<file path="src/rtl/pmp_pkg.sv">
package pmp_pkg;
    localparam int PINS   = 4;
    localparam int BUS_DW = 8;
    localparam int BUS_AW = 16;

    typedef logic [PINS-1:0] pinvec_t;

    typedef struct packed {
        pinvec_t dir;
        pinvec_t dat;
        pinvec_t pull;
        pinvec_t odrain;
    } port_regs_t;

    function automatic logic is_expanded(input logic [2:0] m);
        return (m == 3'd4) || (m == 3'd5) || (m == 3'd6);
    endfunction
endpackage

</file>
<file path="src/rtl/pmp_sync.sv">
module pmp_sync #(
    parameter int N = pmp_pkg::PINS
) (
    input  logic         clk,
    input  logic         por_n,
    input  logic [N-1:0] pin_in,
    output logic [N-1:0] pin_sync
);
    typedef struct packed {
        logic [N-1:0] s1;
        logic [N-1:0] s2;
    } sync_t;

    sync_t sy_d, sy_q;

    always_comb begin
        sy_d    = sy_q;
        sy_d.s1 = pin_in;
        sy_d.s2 = sy_q.s1;
    end

    always_ff @(posedge clk or negedge por_n) begin
        if (!por_n) sy_q <= '0;
        else        sy_q <= sy_d;
    end

    assign pin_sync = sy_q.s2;

    // edges since reset, saturating, so the check never looks before reset
    logic [1:0] age_q;
    always_ff @(posedge clk or negedge por_n) begin
        if (!por_n)            age_q <= 2'd0;
        else if (age_q != 2'd2) age_q <= age_q + 2'd1;
    end


    two_stage_delay_chk: assert property (@(posedge clk) disable iff (!por_n)
        (age_q == 2'd2) |-> (pin_sync == $past(pin_in, 2)));
endmodule

</file>
<file path="src/rtl/pmp_regs.sv">
module pmp_regs #(
    parameter logic [15:0] ADDR_DIR  = 16'hFE39,
    parameter logic [15:0] ADDR_DAT  = 16'hFF09,
    parameter logic [15:0] ADDR_PIN  = 16'hFFB9,
    parameter logic [15:0] ADDR_PULL = 16'hFE40,
    parameter logic [15:0] ADDR_OD   = 16'hFE47
) (
    input  logic                        clk,
    input  logic                        por_n,
    input  logic                        mrst_n,
    input  logic                        hw_stby,
    input  logic                        sw_stby,
    input  logic [pmp_pkg::BUS_AW-1:0]  bus_addr,
    input  logic                        bus_wr,
    input  logic                        bus_rd,
    input  logic [pmp_pkg::BUS_DW-1:0]  bus_wdata,
    input  pmp_pkg::pinvec_t            pin_sync,
    output logic [pmp_pkg::BUS_DW-1:0]  bus_rdata,
    output pmp_pkg::port_regs_t         regs
);
    import pmp_pkg::*;

    localparam int FILL_W = BUS_DW - PINS;
    localparam logic [FILL_W-1:0] FILL_HI = {FILL_W{1'b1}};
    localparam logic [BUS_DW-1:0] FILL_ALL = {BUS_DW{1'b1}};

    port_regs_t r_d, r_q;

    logic unused_wdata_hi;
    assign unused_wdata_hi = ^bus_wdata[BUS_DW-1:PINS];

    always_comb begin
        r_d = r_q;
        if (bus_wr && !sw_stby) begin
            case (bus_addr)
                ADDR_DIR:  r_d.dir    = bus_wdata[PINS-1:0];
                ADDR_DAT:  r_d.dat    = bus_wdata[PINS-1:0];
                ADDR_PULL: r_d.pull   = bus_wdata[PINS-1:0];
                ADDR_OD:   r_d.odrain = bus_wdata[PINS-1:0];
                default:   ;
            endcase
        end
        if (!mrst_n) begin
            r_d.dat    = '0;
            r_d.pull   = '0;
            r_d.odrain = '0;
        end
        if (hw_stby) r_d = '0;
    end

    always_ff @(posedge clk or negedge por_n) begin
        if (!por_n) r_q <= '0;
        else        r_q <= r_d;
    end

    always_comb begin
        bus_rdata = '0;
        if (bus_rd) begin
            case (bus_addr)
                ADDR_DIR:  bus_rdata = FILL_ALL;
                ADDR_DAT:  bus_rdata = {FILL_HI, r_q.dat};
                ADDR_PIN:  bus_rdata = {FILL_HI, pin_sync};
                ADDR_PULL: bus_rdata = {FILL_HI, r_q.pull};
                ADDR_OD:   bus_rdata = {FILL_HI, r_q.odrain};
                default:   bus_rdata = '0;
            endcase
        end
    end

    assign regs = r_q;


    mrst_keeps_dir_chk: assert property (@(posedge clk) disable iff (!por_n)
        (!mrst_n && !hw_stby) |=> (r_q.dir == $past(r_q.dir)));


    hw_stby_clear_chk: assert property (@(posedge clk) disable iff (!por_n)
        hw_stby |=> (r_q == '0));


    sw_stby_freeze_chk: assert property (@(posedge clk) disable iff (!por_n)
        (sw_stby && mrst_n && !hw_stby) |=> $stable(r_q));
endmodule

</file>
<file path="src/rtl/pmp_pad_ctl.sv">
module pmp_pad_ctl #(
    parameter int N = pmp_pkg::PINS
) (
    input  logic         clk,
    input  logic         por_n,
    input  logic [2:0]   mode,
    input  logic         hw_stby,
    input  logic         sw_stby,
    input  logic         stby_hold,
    input  logic [N-1:0] addr_en,
    input  logic [N-1:0] addr_out,
    input  logic [N-1:0] dir,
    input  logic [N-1:0] dat,
    input  logic [N-1:0] pull,
    input  logic [N-1:0] odrain,
    output logic [N-1:0] pin_out,
    output logic [N-1:0] pin_oe,
    output logic [N-1:0] pin_pu
);
    logic [N-1:0] held_d, held_q;
    logic [N-1:0] addr_sel;
    logic         expanded;

    assign expanded = pmp_pkg::is_expanded(mode);
    assign addr_sel = expanded ? addr_en : '0;

    always_comb begin
        held_d = sw_stby ? held_q : addr_out;
    end

    always_ff @(posedge clk or negedge por_n) begin
        if (!por_n) held_q <= '0;
        else        held_q <= held_d;
    end

    for (genvar i = 0; i < N; i++) begin : g_pin
        always_comb begin
            pin_out[i] = dat[i];
            pin_oe[i]  = 1'b0;
            pin_pu[i]  = 1'b0;
            if (hw_stby) begin
                pin_out[i] = 1'b0;
            end else if (addr_sel[i]) begin
                pin_out[i] = sw_stby ? held_q[i] : addr_out[i];
                pin_oe[i]  = sw_stby ? stby_hold : 1'b1;
            end else if (dir[i]) begin
                pin_oe[i]  = odrain[i] ? ~dat[i] : 1'b1;
            end else begin
                pin_pu[i]  = pull[i];
            end
        end
    end


    pull_only_input_chk: assert property (@(posedge clk) disable iff (!por_n)
        ((pin_pu & pin_oe) == '0));


    addr_wins_chk: assert property (@(posedge clk) disable iff (!por_n)
        (expanded && !sw_stby && !hw_stby) |->
        (((pin_oe & addr_en) == addr_en) && ((pin_out & addr_en) == (addr_out & addr_en))));


    stby_float_chk: assert property (@(posedge clk) disable iff (!por_n)
        (expanded && sw_stby && !stby_hold && !hw_stby) |-> ((pin_oe & addr_en) == '0));


    hw_stby_quiet_chk: assert property (@(posedge clk) disable iff (!por_n)
        hw_stby |-> ((pin_oe == '0) && (pin_pu == '0)));
endmodule

</file>
<file path="src/rtl/pin_mux_port.sv">
module pin_mux_port #(
    parameter logic [15:0] ADDR_DIR  = 16'hFE39,
    parameter logic [15:0] ADDR_DAT  = 16'hFF09,
    parameter logic [15:0] ADDR_PIN  = 16'hFFB9,
    parameter logic [15:0] ADDR_PULL = 16'hFE40,
    parameter logic [15:0] ADDR_OD   = 16'hFE47
) (
    input  logic        clk,
    input  logic        por_n,
    input  logic        mrst_n,
    input  logic        hw_stby,
    input  logic        sw_stby,
    input  logic        stby_hold,
    input  logic [2:0]  mode,
    input  logic [3:0]  addr_en,
    input  logic [3:0]  addr_out,
    input  logic [15:0] bus_addr,
    input  logic        bus_wr,
    input  logic        bus_rd,
    input  logic [7:0]  bus_wdata,
    output logic [7:0]  bus_rdata,
    input  logic [3:0]  pin_in,
    output logic [3:0]  pin_out,
    output logic [3:0]  pin_oe,
    output logic [3:0]  pin_pu
);
    import pmp_pkg::*;

    pinvec_t    pin_sync;
    port_regs_t regs;

    pmp_sync #(.N(PINS)) u_sync (
        .clk      (clk),
        .por_n    (por_n),
        .pin_in   (pin_in),
        .pin_sync (pin_sync)
    );

    pmp_regs #(
        .ADDR_DIR  (ADDR_DIR),
        .ADDR_DAT  (ADDR_DAT),
        .ADDR_PIN  (ADDR_PIN),
        .ADDR_PULL (ADDR_PULL),
        .ADDR_OD   (ADDR_OD)
    ) u_regs (
        .clk       (clk),
        .por_n     (por_n),
        .mrst_n    (mrst_n),
        .hw_stby   (hw_stby),
        .sw_stby   (sw_stby),
        .bus_addr  (bus_addr),
        .bus_wr    (bus_wr),
        .bus_rd    (bus_rd),
        .bus_wdata (bus_wdata),
        .pin_sync  (pin_sync),
        .bus_rdata (bus_rdata),
        .regs      (regs)
    );

    pmp_pad_ctl #(.N(PINS)) u_pad (
        .clk       (clk),
        .por_n     (por_n),
        .mode      (mode),
        .hw_stby   (hw_stby),
        .sw_stby   (sw_stby),
        .stby_hold (stby_hold),
        .addr_en   (addr_en),
        .addr_out  (addr_out),
        .dir       (regs.dir),
        .dat       (regs.dat),
        .pull      (regs.pull),
        .odrain    (regs.odrain),
        .pin_out   (pin_out),
        .pin_oe    (pin_oe),
        .pin_pu    (pin_pu)
    );
endmodule

</file>
<file path="config.mk">
export PLATFORM = sky130hd
export DESIGN_NAME = pin_mux_port
export DESIGN_NICKNAME = d
export VERILOG_FILES = /design/src/rtl/pmp_pkg.sv /design/src/rtl/pmp_sync.sv /design/src/rtl/pmp_regs.sv /design/src/rtl/pmp_pad_ctl.sv /design/src/rtl/pin_mux_port.sv
export SDC_FILE = /design/constraint.sdc
export NUM_CORES = 1
export LEC_CHECK = 0
export ABC_AREA = 1
export BUFFER_PORTS_ARGS = -buffer_cell sky130_fd_sc_hd__buf_2
export CORE_MARGIN = 1.5
export CORE_UTILIZATION = 35
export CTS_CLUSTER_DIAMETER = 60
export DETAILED_ROUTE_END_ITERATION = 16
export PLACE_DENSITY = 0.59
export SLEW_MARGIN = 40
export SYNTH_ARGS = -nofsm -noshare
export SYNTH_HDL_FRONTEND = slang
export SYNTH_SLANG_ARGS = --single-unit
export TNS_END_PERCENT = 10
</file>
<file path="constraint.sdc">
create_clock -name clk -period 3.2 [get_ports clk]
set_input_delay 0.96 -clock clk [delete_from_list [all_inputs] [get_ports clk]]
set_output_delay 0.96 -clock clk [all_outputs]
set_load 0.005 [all_outputs]
</file>
# Word-level counts from Yosys, hierarchy flattened
# Cells that the tools add are included.
[op_classes]
eq_ne = 12
muxes = 51
bitwise_logic = 4
reduce_logical = 10
[op_table]
columns = ["op", "count"]
rows = [
  ["== test 16 bit (second input constant)", 5],
  ["two-way mux 1 bit", 41],
  ["case mux 8 bit (5 select lines)", 1],
  ["two-way mux 16 bit", 2],
  ["two-way mux 4 bit", 5],
  ["two-way mux 12 bit", 1],
  ["inequality test 3 x 1 -> 1 bit (second input constant)", 4],
  ["== test 3 bit (second input constant)", 3],
  ["two-way mux 8 bit", 1],
  ["AND reduction 2 bit", 4],
  ["inverter 1 bit", 4],
  ["nonzero test 2 bit", 2],
  ["logical OR 1 bit", 2],
  ["logical AND 1 bit", 1],
  ["logical NOT 1 bit", 1],
]
[word_totals]
ff_bits = 28
input_bits = 47
output_inout_bits = 20

# Longest topological paths before layout
[logic_depth]
depth_word = 6
ltp_mapped = 9

# By module
# A second synthesis with hierarchy kept.
[hier_totals]
hier_cells = 248
hier_area_um2 = 1815.5
[modules_own_cells]
columns = ["module", "n_inst", "cells_per_inst", "area_per_inst_um2", "seq_area_each_um2"]
rows = [
  ["pmp_regs", 1, 159, 1192.4, 400.4],
  ["pmp_pad_ctl", 1, 81, 422.9, 100.1],
  ["pmp_sync", 1, 8, 200.2, 200.2],
]

# Least setup slack after synthesis
# No wires, ideal clock.
[synth_timing]
path_kind = "input-to-output"
startpoint = "input port bus_addr[14]"
endpoint = "output port bus_rdata[5]"
arrival_ns = 1.836
path_slack_ns = 0.404
cell_stages = 9
path_cell_list = "nand2_1 inv_2 nand2_4 nor2_8 nand2_4 nand3_2 o21bai_2 inv_1 buf_4"
[synth_between]
elab_chain_len = 3
[synth_rtl]
columns = ["item", "line_no", "source"]
rows = [
  ["start, declared", "pin_mux_port.sv:17", "input logic [15:0] bus_addr,"],
  ["== test 16 bit", "pmp_regs.sv:59", "case (bus_addr)"],
  ["case mux 8 bit (5 select lines) (*)", "pmp_regs.sv:59", ""],
  ["two-way mux 8 bit (*)", "pmp_regs.sv:58", "if (bus_rd) begin"],
  ["end, declared", "pin_mux_port.sv:21", "output logic [7:0] bus_rdata,"],
]
# Mark *: on every way between the ends. The rest lies on a longest branch, timed or not.

# Final worst setup path
[layout_timing]
startpoint = "input port bus_addr[1]"
endpoint = "output port bus_rdata[6]"
# Same word-level chain as after synthesis.

==> key figures <==
Status
  – Status: finished clean

Timing
  – Fmax: 0.3372 GHz
  – Final TNS setup: 0 ps
  – Final Hold Vio Count: 0
  – Final worst slack: 234.0 ps
  – RSZ-0062 raised after global routing: no
  – Fin. max-slew vios: 0
  – Final setup viols: 0
  – Final Critical Period: 2966 ps
  – Rel. slew slack: 59.10%
  – Worst Tran Pin Value: 613.6 ps
  – Final clock skew: 0.3869 ps
  – Final period util: 92.69%

Logic synthesis
  – Post-synth cell types: 23
  – Synth Flop Type: dfrtp_1
  – Most common cell in the synthesized netlist: nand2_1
  – Number of synthesized flops with an enable pin: 0
  – Synth top area share: 40.79%
  – Synth Instances: 226
  – Synthesized area per cell: 7.601 um2
  – Sequential-to-total area share from yosys stat: 40.79%
  – Cell area after synthesis: 1718 um2
  – Flops & latches, synth: 28
  – Post-synth top cells: nand2_1 (56), dfrtp_1 (28), inv_1 (24), nand3_1 (24), nor2_1 (18)
  – Post-synthesis net count: 273
  – YS warnings: 0
  – Ys async rst share: 100.0%
  – Area leader, netlist: dfrtp_1
  – Largest cells by area after synthesis: dfrtp_1 (41%), nand2_1 (12%), nand3_1 (7.0%)

Finish
  – Share of cells above drive strength 1: 35.54%
  – P&R area growth vs syn: 23.60%
  – Diode count: 0
  – NumNets Final: 336
  – Filler cells: 516

Drt
  – Drt drc: 0
  – Vias per cell: 4.528
  – Final wirelength: 3.958 mm
  – WL per Instance: 11.18 um
  – DR pass1 iterations: 4
  – DRT iter0 DRCs: 71
  – Via count: 1603
  – Antenna-violating nets left: 0

CTS
  – Post-cts resize count: 0
  – Clock buffer depth: 2
  – Setup bufs post-CTS: 0
  – Sink Count: 28
  – Root buffer cell: clkbuf_8
  – # H-tree levels: 1
  – CTS Buf Count: 3
  – Clk pin slew, worst setup/hold paths: 80 ps
  – Clock Latency Late Sink: 270 ps
  – CTS tree: built
  – Hold buffer count at CTS: 0

Placement
  – DP HPWL: 3.299 mm
  – Pre-CTS WS: 230.8 ps
  – Port buffer count: 62
  – Placer Congestion: 0.8105

Setup path
  – Critical Path Start Type: input pin
  – Worst path arrival time: 2010 ps
  – Setup crit end kind: primary output
  – Required time worst endpoint: 2240 ps
  – CP max stage cell: nor2_2
  – CP Max Fanout: 5
  – Worst-path cell chain: buf_2 > nor2_2 > nand2_2 > nor2_2 > nand2_1 > nand2_1 > o21bai_2 > inv_1 > buf_2
  – Critical path type: input pin to primary output
  – Slowest stage delay, CP: 210 ps

Power and ir drop
  – VDD IR max: 136.6 uV
  – Internal power: 0.4943 mW
  – Clk pwr share: 27.9%
  – Sw Pwr: 0.1733 mW
  – Switching part of the total: 25.95%
  – Leakage: 1.190 nW
  – Combinational share of power: 15.4%
  – Reg power frac: 56.7%
  – Pwr Density: 314.4 nW/um2

Global routing
  – Number of global-route vias before repair: 1444
  – First-pass GRT wire length: 6.541 mm
  – Initial antenna violation count: 0
  – Congestion Overflow GR: 0
  – Gr usage total: 15.67%
  – Largest net degree at the start of global routing: 29

Floorplan
  – CORE AREA: 4723 um2
  – Die H: 73.06 um
  – FP Rows: 25
  – Die width: 73.06 um
  – Top-Level Pins: 67
  – Die ar.: 5338 um2
  – Initial Util: 36.37%

Job
  – Max Cap Viol: 0

Hold path
  – Hold Crit Class: register to register
## layout by cell type (no fill, tap or decap), drive strengths merged
cell type / netlist / routed
nand2: 66 / 66
buf: 4 / 62
nor2: 37 / 37
dfrtp: 28 / 28
inv: 28 / 28
o21ai: 26 / 26
nand3: 25 / 25
a21oi: 7 / 7
clkbuf: 0 / 3
nand4: 1 / 1
o21bai: 1 / 1
a21boi: 1 / 1
or2: 1 / 1
a211oi: 1 / 1
## sequential cells by signal, summed over array words and instances, names as in the netlist
register,count
u_pad.held_q,4
u_regs.regs,16
u_sync.pin_sync,4
u_sync.sy_d,4
## routing by layer
metal	part of all wire, %	global-route usage, %
met4	1.3	5.031
met3	2.9	1.796
met2	49	26.46
met5	0	0
met1	47	20.87
## per-stage QoR
stage	power (mW)	hold WS (ps)	util (%)	std cells	instance area [um2]
CTS	0.6750	355.9	44.95	354	2123
global route	0.7001	368.5	44.95	354	2123
floorplan	0.4356	331.2	-	226	1718
finish	0.6676	354.2	44.95	354	2123
global placement	0.4887	333.3	44.08	351	2082
detailed placement	0.4898	334.7	44.08	351	2082
## final timing paths
kind / startpoint / endpoint / slack [ps] / cells after the start
max reg2reg: u_regs.regs[11] / u_regs.regs[11] / 2490 / 2
max: bus_addr[1] / bus_rdata[6] / 230 / 9
max in group asynchronous: por_n / u_sync.pin_sync[3] / 2110 / 1
min in group asynchronous: por_n / u_regs.regs[12] / 690 / 1
min: u_sync.sy_d[2] / u_sync.pin_sync[2] / 350 / 0
min reg2reg: u_sync.sy_d[2] / u_sync.pin_sync[2] / 350 / 0
## worst max-delay path: cells and delay by family
family	cells	cell delay [ps]
buffers and inverters	3	330
AO/OA/AOI/OAI	1	110
AND/OR/NAND/NOR	5	620
## power by group through the flow
stage | combinational [mW] | sequential, mW | clock [mW]
4_1_cts | 0.105 | 0.378 | 0.192
5_1_grt | 0.117 | 0.380 | 0.203
6_report | 0.103 | 0.378 | 0.186
3_3_place_gp | 0.104 | 0.385 | 0
2_1_floorplan | 0.0537 | 0.382 | 0
3_5_place_dp | 0.104 | 0.386 | 0
## area by class of cell
cell class | instances | area, um2 | area share, %
well taps | 67 | 83.83 | 3.948
flip-flops and latches | 28 | 700.7 | 33.00
repair buffers | 62 | 310.3 | 14.61
clock buffers | 3 | 41.29 | 1.945
multi-input cells | 166 | 879.6 | 41.43
inverters | 28 | 107.6 | 5.068
## kinds of logic after synthesis
logic type,share of synthesized area (%)
flip-flops,40.79
AND/OR/NAND/NOR,39.84
buffers and inverters,8.012
AO/OA/AOI/OAI,11.36
(Power assumes the default switching activity.)
